`src/rtl/pilot_pll_pkg.sv`:
```
package pilot_pll_pkg;

    localparam int COEF_W  = 16;
    localparam int SHIFT_W = 5;

    typedef struct packed {
        logic signed [COEF_W-1:0] mul;
        logic [SHIFT_W-1:0]       shift;
    } gain_t;

    // Parabolic cosine of table index idx (tw index bits), peak amplitude amp.
    function automatic logic signed [31:0] wave_cos(input logic [31:0] idx,
                                                    input int unsigned tw,
                                                    input int unsigned amp);
        logic [31:0] half;
        logic [31:0] u;
        logic [31:0] f;
        logic [63:0] prod;
        logic [63:0] mag;
        logic [31:0] mag32;
        half  = 32'd1 << (tw - 1);
        u     = (idx + (half >> 1)) & ((half << 1) - 32'd1);
        f     = u & (half - 32'd1);
        prod  = {32'd0, f} * {32'd0, half - f};
        mag   = (prod * {32'd0, amp}) >> (2 * tw - 4);
        mag32 = mag[31:0];
        if ((u & half) != 32'd0)
            return -$signed(mag32);
        else
            return $signed(mag32);
    endfunction

endpackage

```
`src/rtl/dpll_phase_det.sv`:
```
module dpll_phase_det #(
    parameter int IN_W     = 16,
    parameter int LO_W     = 16,
    parameter int PD_SHIFT = 15
) (
    input  logic                               clk,
    input  logic                               rst,
    input  logic                               vld,
    input  logic signed [IN_W-1:0]             x,
    input  logic signed [LO_W-1:0]             lo_sin,
    output logic signed [IN_W+LO_W-PD_SHIFT-1:0] err_c,
    output logic signed [IN_W+LO_W-PD_SHIFT-1:0] err_q
);
    localparam int PW    = IN_W + LO_W;
    localparam int ERR_W = PW - PD_SHIFT;

    logic signed [PW-1:0] prod;
    logic signed [PW-1:0] scaled;

    always_comb begin
        prod   = x * lo_sin;
        scaled = prod >>> PD_SHIFT;
        err_c  = -$signed(scaled[ERR_W-1:0]);
    end

    always_ff @(posedge clk) begin
        if (rst)
            err_q <= '0;
        else if (vld)
            err_q <= err_c;
    end


    err_hold_chk: assert property (@(posedge clk) disable iff (rst)
        !vld |=> $stable(err_q));

endmodule

```
`src/rtl/dpll_loop_filter.sv`:
```
module dpll_loop_filter
    import pilot_pll_pkg::*;
#(
    parameter int ERR_W = 17,
    parameter int ACC_W = 32,
    parameter int INT_W = 24
) (
    input  logic                    clk,
    input  logic                    rst,
    input  logic                    vld,
    input  logic signed [ERR_W-1:0] err,
    input  gain_t                   kp,
    input  gain_t                   ki,
    input  logic [ACC_W-1:0]        base,
    output logic [ACC_W-1:0]        fcw
);
    localparam int TERM_W = ERR_W + COEF_W;
    localparam int IS_W   = ((INT_W > TERM_W) ? INT_W : TERM_W) + 1;
    localparam logic signed [IS_W-1:0] IMAX =
        $signed({{(IS_W - INT_W + 1){1'b0}}, {(INT_W - 1){1'b1}}});
    localparam logic signed [IS_W-1:0] IMIN = ~IMAX;

    logic signed [TERM_W-1:0] kp_prod, ki_prod;
    logic signed [TERM_W-1:0] kp_term, ki_term;
    logic signed [IS_W-1:0]   isum;
    logic signed [INT_W-1:0]  integ_q, integ_nx;

    always_comb begin
        kp_prod = err * $signed(kp.mul);
        ki_prod = err * $signed(ki.mul);
        kp_term = kp_prod >>> kp.shift;
        ki_term = ki_prod >>> ki.shift;
        isum    = IS_W'(integ_q) + IS_W'(ki_term);
        if (isum > IMAX)
            integ_nx = IMAX[INT_W-1:0];
        else if (isum < IMIN)
            integ_nx = IMIN[INT_W-1:0];
        else
            integ_nx = isum[INT_W-1:0];
        fcw = base + ACC_W'(kp_term) + ACC_W'(integ_nx);
    end

    always_ff @(posedge clk) begin
        if (rst)
            integ_q <= '0;
        else if (vld)
            integ_q <= integ_nx;
    end


    integ_up_chk: assert property (@(posedge clk) disable iff (rst)
        (vld && ki_term >= 0) |=> (integ_q >= $past(integ_q)));


    integ_dn_chk: assert property (@(posedge clk) disable iff (rst)
        (vld && ki_term <= 0) |=> (integ_q <= $past(integ_q)));

endmodule

```
`src/rtl/dpll_nco.sv`:
```
module dpll_nco
    import pilot_pll_pkg::*;
#(
    parameter int ACC_W    = 32,
    parameter int LUT_BITS = 10,
    parameter int LO_W     = 16,
    parameter int NHARM    = 3
) (
    input  logic                   clk,
    input  logic                   rst,
    input  logic                   vld,
    input  logic [ACC_W-1:0]       fcw,
    output logic [ACC_W-1:0]       phase_q,
    output logic signed [LO_W-1:0] lo_sin,
    output logic signed [LO_W-1:0] refs [NHARM]
);
    localparam int unsigned AMP = (2 ** (LO_W - 1)) - 1;
    localparam logic [LUT_BITS-1:0] QTR = LUT_BITS'(2 ** (LUT_BITS - 2));

    logic [LUT_BITS-1:0] sin_idx;

    always_ff @(posedge clk) begin
        if (rst)
            phase_q <= '0;
        else if (vld)
            phase_q <= phase_q + fcw;
    end

    always_comb begin
        sin_idx = phase_q[ACC_W-1 -: LUT_BITS] - QTR;
        lo_sin  = LO_W'(wave_cos(32'(sin_idx), LUT_BITS, AMP));
    end

    for (genvar h = 0; h < NHARM; h++) begin : g_harm
        localparam logic [ACC_W-1:0] MULT = ACC_W'(h + 1);
        logic [ACC_W-1:0] hph;
        assign hph     = phase_q * MULT;
        assign refs[h] = LO_W'(wave_cos(32'(hph[ACC_W-1 -: LUT_BITS]), LUT_BITS, AMP));
    end


    phase_reset_chk: assert property (@(posedge clk)
        rst |=> (phase_q == '0));


    phase_hold_chk: assert property (@(posedge clk) disable iff (rst)
        !vld |=> $stable(phase_q));

endmodule

```
`src/rtl/pilot_pll.sv`:
```
module pilot_pll
    import pilot_pll_pkg::*;
#(
    parameter int IN_W     = 16,
    parameter int LO_W     = 16,
    parameter int ACC_W    = 32,
    parameter int LUT_BITS = 10,
    parameter int INT_W    = 24,
    parameter int PD_SHIFT = 15
) (
    input  logic                                clk_i,
    input  logic                                rst_i,
    input  logic                                vld_i,
    input  logic signed [IN_W-1:0]              x_i,
    input  logic signed [COEF_W-1:0]            kp_mul_i,
    input  logic [SHIFT_W-1:0]                  kp_sh_i,
    input  logic signed [COEF_W-1:0]            ki_mul_i,
    input  logic [SHIFT_W-1:0]                  ki_sh_i,
    input  logic [ACC_W-1:0]                    fcw_base_i,
    output logic [ACC_W-1:0]                    phase_o,
    output logic signed [IN_W+LO_W-PD_SHIFT-1:0] err_o,
    output logic signed [LO_W-1:0]              ref1_o,
    output logic signed [LO_W-1:0]              ref2_o,
    output logic signed [LO_W-1:0]              ref3_o,
    output logic                                valid_o
);
    localparam int ERR_W = IN_W + LO_W - PD_SHIFT;
    localparam int NHARM = 3;

    gain_t                   kp_g, ki_g;
    logic signed [ERR_W-1:0] err_c;
    logic signed [LO_W-1:0]  lo_sin;
    logic signed [LO_W-1:0]  refs [NHARM];
    logic [ACC_W-1:0]        fcw;

    assign kp_g = '{mul: kp_mul_i, shift: kp_sh_i};
    assign ki_g = '{mul: ki_mul_i, shift: ki_sh_i};

    dpll_phase_det #(.IN_W(IN_W), .LO_W(LO_W), .PD_SHIFT(PD_SHIFT)) u_pd (
        .clk(clk_i), .rst(rst_i), .vld(vld_i), .x(x_i), .lo_sin(lo_sin),
        .err_c(err_c), .err_q(err_o));

    dpll_loop_filter #(.ERR_W(ERR_W), .ACC_W(ACC_W), .INT_W(INT_W)) u_lf (
        .clk(clk_i), .rst(rst_i), .vld(vld_i), .err(err_c),
        .kp(kp_g), .ki(ki_g), .base(fcw_base_i), .fcw(fcw));

    dpll_nco #(.ACC_W(ACC_W), .LUT_BITS(LUT_BITS), .LO_W(LO_W), .NHARM(NHARM)) u_nco (
        .clk(clk_i), .rst(rst_i), .vld(vld_i), .fcw(fcw),
        .phase_q(phase_o), .lo_sin(lo_sin), .refs(refs));

    assign ref1_o = refs[0];
    assign ref2_o = refs[1];
    assign ref3_o = refs[2];

    always_ff @(posedge clk_i) begin
        if (rst_i)
            valid_o <= 1'b0;
        else
            valid_o <= vld_i;
    end


    valid_track_chk: assert property (@(posedge clk_i) disable iff (rst_i)
        vld_i |=> valid_o);


    valid_idle_chk: assert property (@(posedge clk_i) disable iff (rst_i)
        !vld_i |=> !valid_o);

endmodule

```
`config.mk`:
```
export PLATFORM = sky130hd
export DESIGN_NAME = pilot_pll
export DESIGN_NICKNAME = d
export VERILOG_FILES = /design/src/rtl/pilot_pll_pkg.sv /design/src/rtl/dpll_phase_det.sv /design/src/rtl/dpll_loop_filter.sv /design/src/rtl/dpll_nco.sv /design/src/rtl/pilot_pll.sv
export SDC_FILE = /design/constraint.sdc
export NUM_CORES = 2
export LEC_CHECK = 0
export ABC_AREA = 1
export BUFFER_PORTS_ARGS = -buffer_cell sky130_fd_sc_hd__buf_2
export CAP_MARGIN = 20
export CORE_AREA = 2 2 469 471
export CTS_BUF_LIST = sky130_fd_sc_hd__clkbuf_4
export DETAILED_ROUTE_END_ITERATION = 10
export DIE_AREA = 0 0 471 473
export GPL_ROUTABILITY_DRIVEN = 1
export PLACE_DENSITY_LB_ADDON = 0.3
export SYNTH_ARGS = -nofsm -noshare
export SYNTH_HDL_FRONTEND = slang
export SYNTH_SLANG_ARGS = --single-unit
```
`constraint.sdc`:
```
create_clock -name clk_i -period 38.9 [get_ports clk_i]
set_input_delay 1.945 -clock clk_i [delete_from_list [all_inputs] [get_ports clk_i]]
set_output_delay 1.945 -clock clk_i [all_outputs]
set_load 0.01 [all_outputs]
```
# Word level (Yosys, flattened, before mapping)
# Cells that the tools add are included.
dict set report word_totals {
  reg_bits 74
  inputBits 93
}
dict set report op_classes {
  addsub 18
  mul 12
  magnitude_cmp 2
  shifts 2
  muxes 6
}
# operator n
set ops {}
lappend ops {{multiplier 41 x 15 -> 32 bit (second input constant)} 4}
lappend ops {{multiplier 9 x 32 -> 41 bit} 4}
lappend ops {{adder 32 bit} 3}
lappend ops {{multiplier 17 x 16 -> 33 bit} 2}
lappend ops {{2-to-1 mux 16 bit} 4}
lappend ops {{negation 16 bit} 4}
lappend ops {{2-to-1 mux 24 bit} 2}
lappend ops {{subtractor 10 x 9 -> 11 bit (first input constant)} 4}
lappend ops {{adder 10 x 9 -> 10 bit (second input constant)} 4}
lappend ops {{adder 24 x 33 -> 34 bit} 1}
lappend ops {{> comparator 34 x 24 -> 1 bit (second input constant)} 1}
lappend ops {{< comparator 34 x 24 -> 1 bit (second input constant)} 1}
lappend ops {{>>> shifter 33 x 5 -> 32 bit} 1}
lappend ops {{>>> shifter 33 x 5 -> 33 bit} 1}
lappend ops {{multiplier 16 x 16 -> 32 bit} 1}
lappend ops {{multiplier 32 x 2 -> 32 bit (second input constant)} 1}
lappend ops {{negation 17 bit} 1}
lappend ops {{subtractor 10 x 9 -> 10 bit (second input constant)} 1}

# Longest topological paths before layout
dict set report depth {
  word_depth 17
  depth_mapped 179
  mapped_depth_nobuf 175
}

# Hierarchy
# From an unflattened synthesis, not the netlist that was laid out.
dict set report hier_totals {
  cells_unflattened 11838
  hier_area_um2 84081.9
}
# mod n_inst cells_each area_each_um2
set modules_own_cells {}
lappend modules_own_cells {dpll_nco 1 5453 40497.6}
lappend modules_own_cells {dpll_loop_filter 1 4738 31732.9}
lappend modules_own_cells {dpll_phase_det 1 1644 11821.3}
lappend modules_own_cells {pilot_pll 1 3 30.0}

# Worst setup path after synthesis
# Ideal clock, no wire load.
dict set report synth_path {
  kind {reg-to-reg}
  startpoint {register u_nco.phase_q[22]}
  endpoint {register u_nco.phase_q[29]}
  setup_ns 0.130
  arrival_ns 28.703
  required_time_ns 38.770
  setup_slack_ns 10.068
  path_stages_with_launch 146
  period_less_slack_ns 28.832
  cell_sequence {dfxtp_1 > clkinv_1 > ha_1 > nand2_1 > nor2_1 > ha_1 > nor2_1 > fa_1 > fa_1 > fa_1 > inv_1 > fa_1 > inv_1 > ha_1 > nand3b_1 > and2_1 > inv_1 > a21oi_1 > [110 not listed] > fa_1 > inv_1 > fa_1 > ha_1 > fa_1 > nand3_1 > nand3_1 > a21boi_0 > o21ai_1 > a21oi_1 > o21ai_1 > a21oi_1 > o21ai_1 > a21oi_1 > o21ai_1 > a21oi_1 > xor2_1 > a21oi_1}
}
dict set report synth_between {
  elab_chain_len 17
}
# element line
set synth_lines {}
lappend synth_lines {{from (decl)} dpll_nco.sv:13} ;# output logic [ACC_W-1:0] phase_q,
lappend synth_lines {{from (signal assigned)} dpll_nco.sv:26} ;# phase_q <= phase_q + fcw;
lappend synth_lines {{subtractor 10 x 9 -> 10 bit (*)} dpll_nco.sv:30} ;# sin_idx = phase_q[ACC_W-1 -: LUT_BITS] - QTR;
lappend synth_lines {{adder 10 x 9 -> 10 bit (*)} pilot_pll_pkg.sv:22} ;# u = (idx + (half >> 1)) & ((half << 1) - 32'd1);
lappend synth_lines {{subtractor 10 x 9 -> 11 bit} pilot_pll_pkg.sv:24} ;# prod = {32'd0, f} * {32'd0, half - f};
lappend synth_lines {{multiplier 9 x 32 -> 41 bit} pilot_pll_pkg.sv:24}
lappend synth_lines {{multiplier 41 x 15 -> 32 bit} pilot_pll_pkg.sv:25} ;# mag = (prod * {32'd0, amp}) >> (2 * tw - 4);
lappend synth_lines {{negation 16 bit} pilot_pll_pkg.sv:28} ;# return -$signed(mag32);
lappend synth_lines {{2-to-1 mux 16 bit (*)} pilot_pll_pkg.sv:27} ;# if ((u & half) != 32'd0)
lappend synth_lines {{multiplier 16 x 16 -> 32 bit (*)} dpll_phase_det.sv:21} ;# prod = x * lo_sin;
lappend synth_lines {{[2 not listed]} n/a}
lappend synth_lines {{>>> shifter 33 x 5 -> 33 bit (*)} dpll_loop_filter.sv:32} ;# ki_term = ki_prod >>> ki.shift;
lappend synth_lines {{adder 24 x 33 -> 34 bit (*)} dpll_loop_filter.sv:33} ;# isum = IS_W'(integ_q) + IS_W'(ki_term);
lappend synth_lines {{< comparator 34 x 24 -> 1 bit} dpll_loop_filter.sv:36} ;# else if (isum < IMIN)
lappend synth_lines {{2-to-1 mux 24 bit} dpll_loop_filter.sv:36}
lappend synth_lines {{2-to-1 mux 24 bit (*)} dpll_loop_filter.sv:34} ;# if (isum > IMAX)
lappend synth_lines {{via u_lf.integ_nx[23]} dpll_loop_filter.sv:26} ;# logic signed [INT_W-1:0] integ_q, integ_nx;
lappend synth_lines {{adder 32 bit (*)} dpll_loop_filter.sv:40} ;# fcw = base + ACC_W'(kp_term) + ACC_W'(integ_nx);
lappend synth_lines {{adder 32 bit (*)} dpll_nco.sv:26}
# The timed path passes the listed nets; every way through them passes the cells marked *.
# A chain may end at the register's enable or synchronous reset.

# Worst setup path in the final report
dict set report layout_path {
  startpoint {register u_nco.phase_q[23]}
  endpoint {register u_nco.phase_q[29]}
}
# Same word-level chain as after synthesis.

==> run_results.csv <==
group,metric,value,unit
clock_network,cts.reportedPaths.clkPinSlew,0.15,ns
timing,setup_viol,0,
clock_network,cts_hold_buffers,0,
setup_path,critical_path.top_delay_family,"adder cells",
clock_network,cts_htree_levels,3,
logic_synthesis,ys_seq_elements,74,
worst_hold_path,hp-start,"u_pd.err_q[0]",
setup_path,worstSetupPathType,"reg2reg",
logic_synthesis,synth_top_family_by_area,"adder cells",
logic_synthesis,yosys.area.top_type,"sky130_fd_sc_hd__fa_1",
logic_synthesis,synthArstFlopShare,0,
worst_hold_path,min_delay_path_class,"reg2reg",
floorplanning,die-area,0.223,mm²
logic_synthesis,seq_area_frac_synth,0.0196,
timing,max_slew_margin,0.300,
clock_network,postCtsResizedCells,0,
global_routing,grt_first_pass_wirelength,356000,µm
run,drv.max_cap_violation_count,0,
routing,routed-via-count,60158,
logic_synthesis,synth-compound-area-share,0.0659,
place,numPortBuffers,190,
setup_path,cp.buffers_inverters,26,
setup_path,worst_ep_arrival_time,34.07,ns
logic_synthesis,synthTopCellsByArea,"sky130_fd_sc_hd__fa_1 (44%), sky130_fd_sc_hd__ha_1 (13%), sky130_fd_sc_hd__inv_1 (13%), sky130_fd_sc_hd__nand2_1 (8.2%), sky130_fd_sc_hd__nor2_1 (3.7%)",
clock_network,cts_tree,"yes",
finish,layout.nets,12178,
clock_network,numCtsBuffers,9,
finish,area_growth_syn_to_layout,5.27,%
timing,maxSlewViolCount,0,
timing,worst_slew_pin_slew,1.04,ns
logic_synthesis,synth-edff-count,0,
timing,min_period_over_period,0.864,
logic_synthesis,synthesis.yosys.warnings,0,
logic_synthesis,synthesis.instances,9626,
place,dp_hpwl,196000,µm
setup_path,r2r_start,"u_nco.phase_q[23]",
logic_synthesis,dominant_register_cell_in_the_synthesized_netlist,"sky130_fd_sc_hd__dfxtp_1",
clock_network,post-cts-setup-buffers,0,
setup_path,r2r_slack,5.29,ns
setup_path,critPathCapture,"u_nco.phase_q[29]",
logic_synthesis,synth_fa_ha_area_frac,0.569,
clock_network,source_to_sink_clock_delay_at_the_later_pin_of_the_worst_skew_pair,0.57,ns
floorplanning,core,0.218,mm²
floorplanning,fp.dieW,471,µm
timing,fin_setup_tns,0,ns
routing,first_iter_violations,3227,
logic_synthesis,synth-simple-area-share,0.164,
routing,remaining_drc_errors,0,
global_routing,grt_start_max_net_pins,57,
clock_network,cts_max_path_buffers,2,
timing,hold_violation_total_from_the_final_report,0,
setup_path,cp_max_fo,46,
floorplanning,io_pins,191,
clock_network,ctsRootBufferMaster,"sky130_fd_sc_hd__clkbuf_4",
global_routing,grt.overflow.total,0,
routing,postRouteWirelength,221000,µm
setup_path,r2r.worst_path.cells,143,
clock_network,cts.sink_count,74,
routing,antenna_left,0,
global_routing,track_usage,0.202,
global_routing,grt_antenna_before_repair,16,
floorplanning,die_height,473,µm
routing,route.detailed.vias_per_inst,4.81,
setup_path,critical_path.slowest_cell,"sky130_fd_sc_hd__fa_1",
setup_path,setup.worst_path.start_class,"register",
logic_synthesis,mappedNetlistArea,0.0757,mm²
logic_synthesis,synth_cell_types,64,
outcome,status,"complete, no violations",
logic_synthesis,synth_area_per_cell,7.87,µm²
finish,final_common_cell,"sky130_fd_sc_hd__inv_1",
logic_synthesis,synth_xor_area_frac,0.0368,
timing,finalCriticalPeriod,33.61,ns
timing,fmax,29.7,MHz
setup_path,crit_cells,143,
global_routing,number_of_global_route_vias_before_repair,64718,
setup_path,worst_path_largest_cell_delay,0.92,ns
setup_path,worst_setup_path_end_kind,"register",
finish,most-common-layout-cells,"sky130_fd_sc_hd__inv_1 (2598), sky130_fd_sc_hd__fa_1 (1651), sky130_fd_sc_hd__nand2_1 (1649)",
logic_synthesis,synth.mux.area_fraction,0.000396,
routing,wl_per_cell,17.6,µm
setup_path,worstReg2RegEnd,"u_nco.phase_q[29]",
place,routabilityCongestion,0.934,
setup_path,cp.required,39.36,ns
timing,fin_skew,0.0242,ns
setup_path,critical-path-top-cell-by-count,"sky130_fd_sc_hd__nand2_1",
timing,grt_setup_unrepaired,"false",
floorplanning,rows,172,
finish,drive_above_1_share,0.0370,
logic_synthesis,synth_top_area_frac,0.436,
floorplanning,initial_core_util,0.347,
routing,first_pass_iters,7,
setup_path,startpoint,"u_nco.phase_q[23]",
==> state kept, by name, indices dropped and copies added, names as in the netlist <==
name           flops
u_nco.phase_q     32
u_lf.integ_q      24
u_pd.err_q        17
valid_o            1
==> per-stage QoR <==
step / hold slack, ns / cells / utilization / setup WS (ns) / instance area, µm²
finish: 0.503 / 12516 / 0.365 / 5.29 / 79700
global route: 0.556 / 12515 / 0.365 / 2.33 / 79700
CTS: 0.510 / 12505 / 0.365 / 5.18 / 79700
detailed placement: 0.476 / 12490 / 0.365 / 5.27 / 79600
global placement: 0.471 / 12490 / 0.365 / 5.79 / 79600
floorplan: 0.516 / 9637 / - / 10.07 / 75800
==> how the worst min path moves through the flow <==
stage / endpoint / cells past startpoint
2_1_floorplan: u_pd.err_q[0] / 2
3_3_place_gp: u_pd.err_q[0] / 2
3_5_place_dp: u_pd.err_q[0] / 2
4_1_cts: u_pd.err_q[0] / 2
5_1_grt: u_pd.err_q[6] / 2
6_report: u_pd.err_q[0] / 2
==> Yosys cell counts (28+ instances only) <==
cell type / instances
sky130_fd_sc_hd__o21ai_0: 286
sky130_fd_sc_hd__buf_2: 41
sky130_fd_sc_hd__nand2_1: 1649
sky130_fd_sc_hd__o211ai_1: 28
sky130_fd_sc_hd__buf_1: 31
sky130_fd_sc_hd__nor3_1: 52
sky130_fd_sc_hd__dfxtp_1: 74
sky130_fd_sc_hd__or2_2: 32
sky130_fd_sc_hd__xor2_1: 205
sky130_fd_sc_hd__fa_1: 1651
sky130_fd_sc_hd__nand3_1: 392
sky130_fd_sc_hd__xnor2_1: 104
sky130_fd_sc_hd__nand2_2: 33
sky130_fd_sc_hd__a31oi_1: 33
sky130_fd_sc_hd__nor2_1: 740
sky130_fd_sc_hd__a21oi_1: 393
sky130_fd_sc_hd__o21bai_1: 29
sky130_fd_sc_hd__clkbuf_1: 157
sky130_fd_sc_hd__inv_1: 2598
sky130_fd_sc_hd__nand4_1: 45
sky130_fd_sc_hd__ha_1: 804
==> worst reg2reg max path: cells and delay by family, from the launching register on <==
| kind | cells | cell delay (ns) |
|---|---|---|
| buf+inv | 26 | 3.79 |
| compound gates | 30 | 6.37 |
| fa+ha+maj | 33 | 15.30 |
| xor+xnor | 1 | 0.17 |
| simple gates | 53 | 7.03 |
| flops | 1 | 0.88 |
==> layer usage <==
| layer | part of all wire | global-route usage | routed length [µm] |
|---|---|---|---|
| met2 | 0.49 | 0.356 | 108000 |
| met5 | 0.00010 | 0 | 23 |
| met1 | 0.43 | 0.261 | 95500 |
| met3 | 0.042 | 0.0196 | 9350 |
| met4 | 0.035 | 0.0635 | 7740 |
==> logic make-up after synthesis <==
logic type / after synthesis
muxes: 3
adders and majority gates: 2455
and+or+nand+nor: 3013
DFF: 74
other: 2
buffers and inverters: 2874
xor gates and xnor gates: 314
AOI/OAI and AO/OA: 891
==> cell type report <==
type | instances | area (µm²)
clock inverters | 5 | 80.1
flip-flops and latches | 74 | 1480
well taps | 2871 | 3590
fillers | 23143 | 138000
inverters | 2632 | 9880
diodes | 11 | 27.5
repair buffers | 224 | 1210
multi-input cells | 6689 | 63400
clock buffers | 10 | 75.1
Power is not shown: default switching activity piles up to over one toggle a cycle in this logic, so the estimate is an artifact.
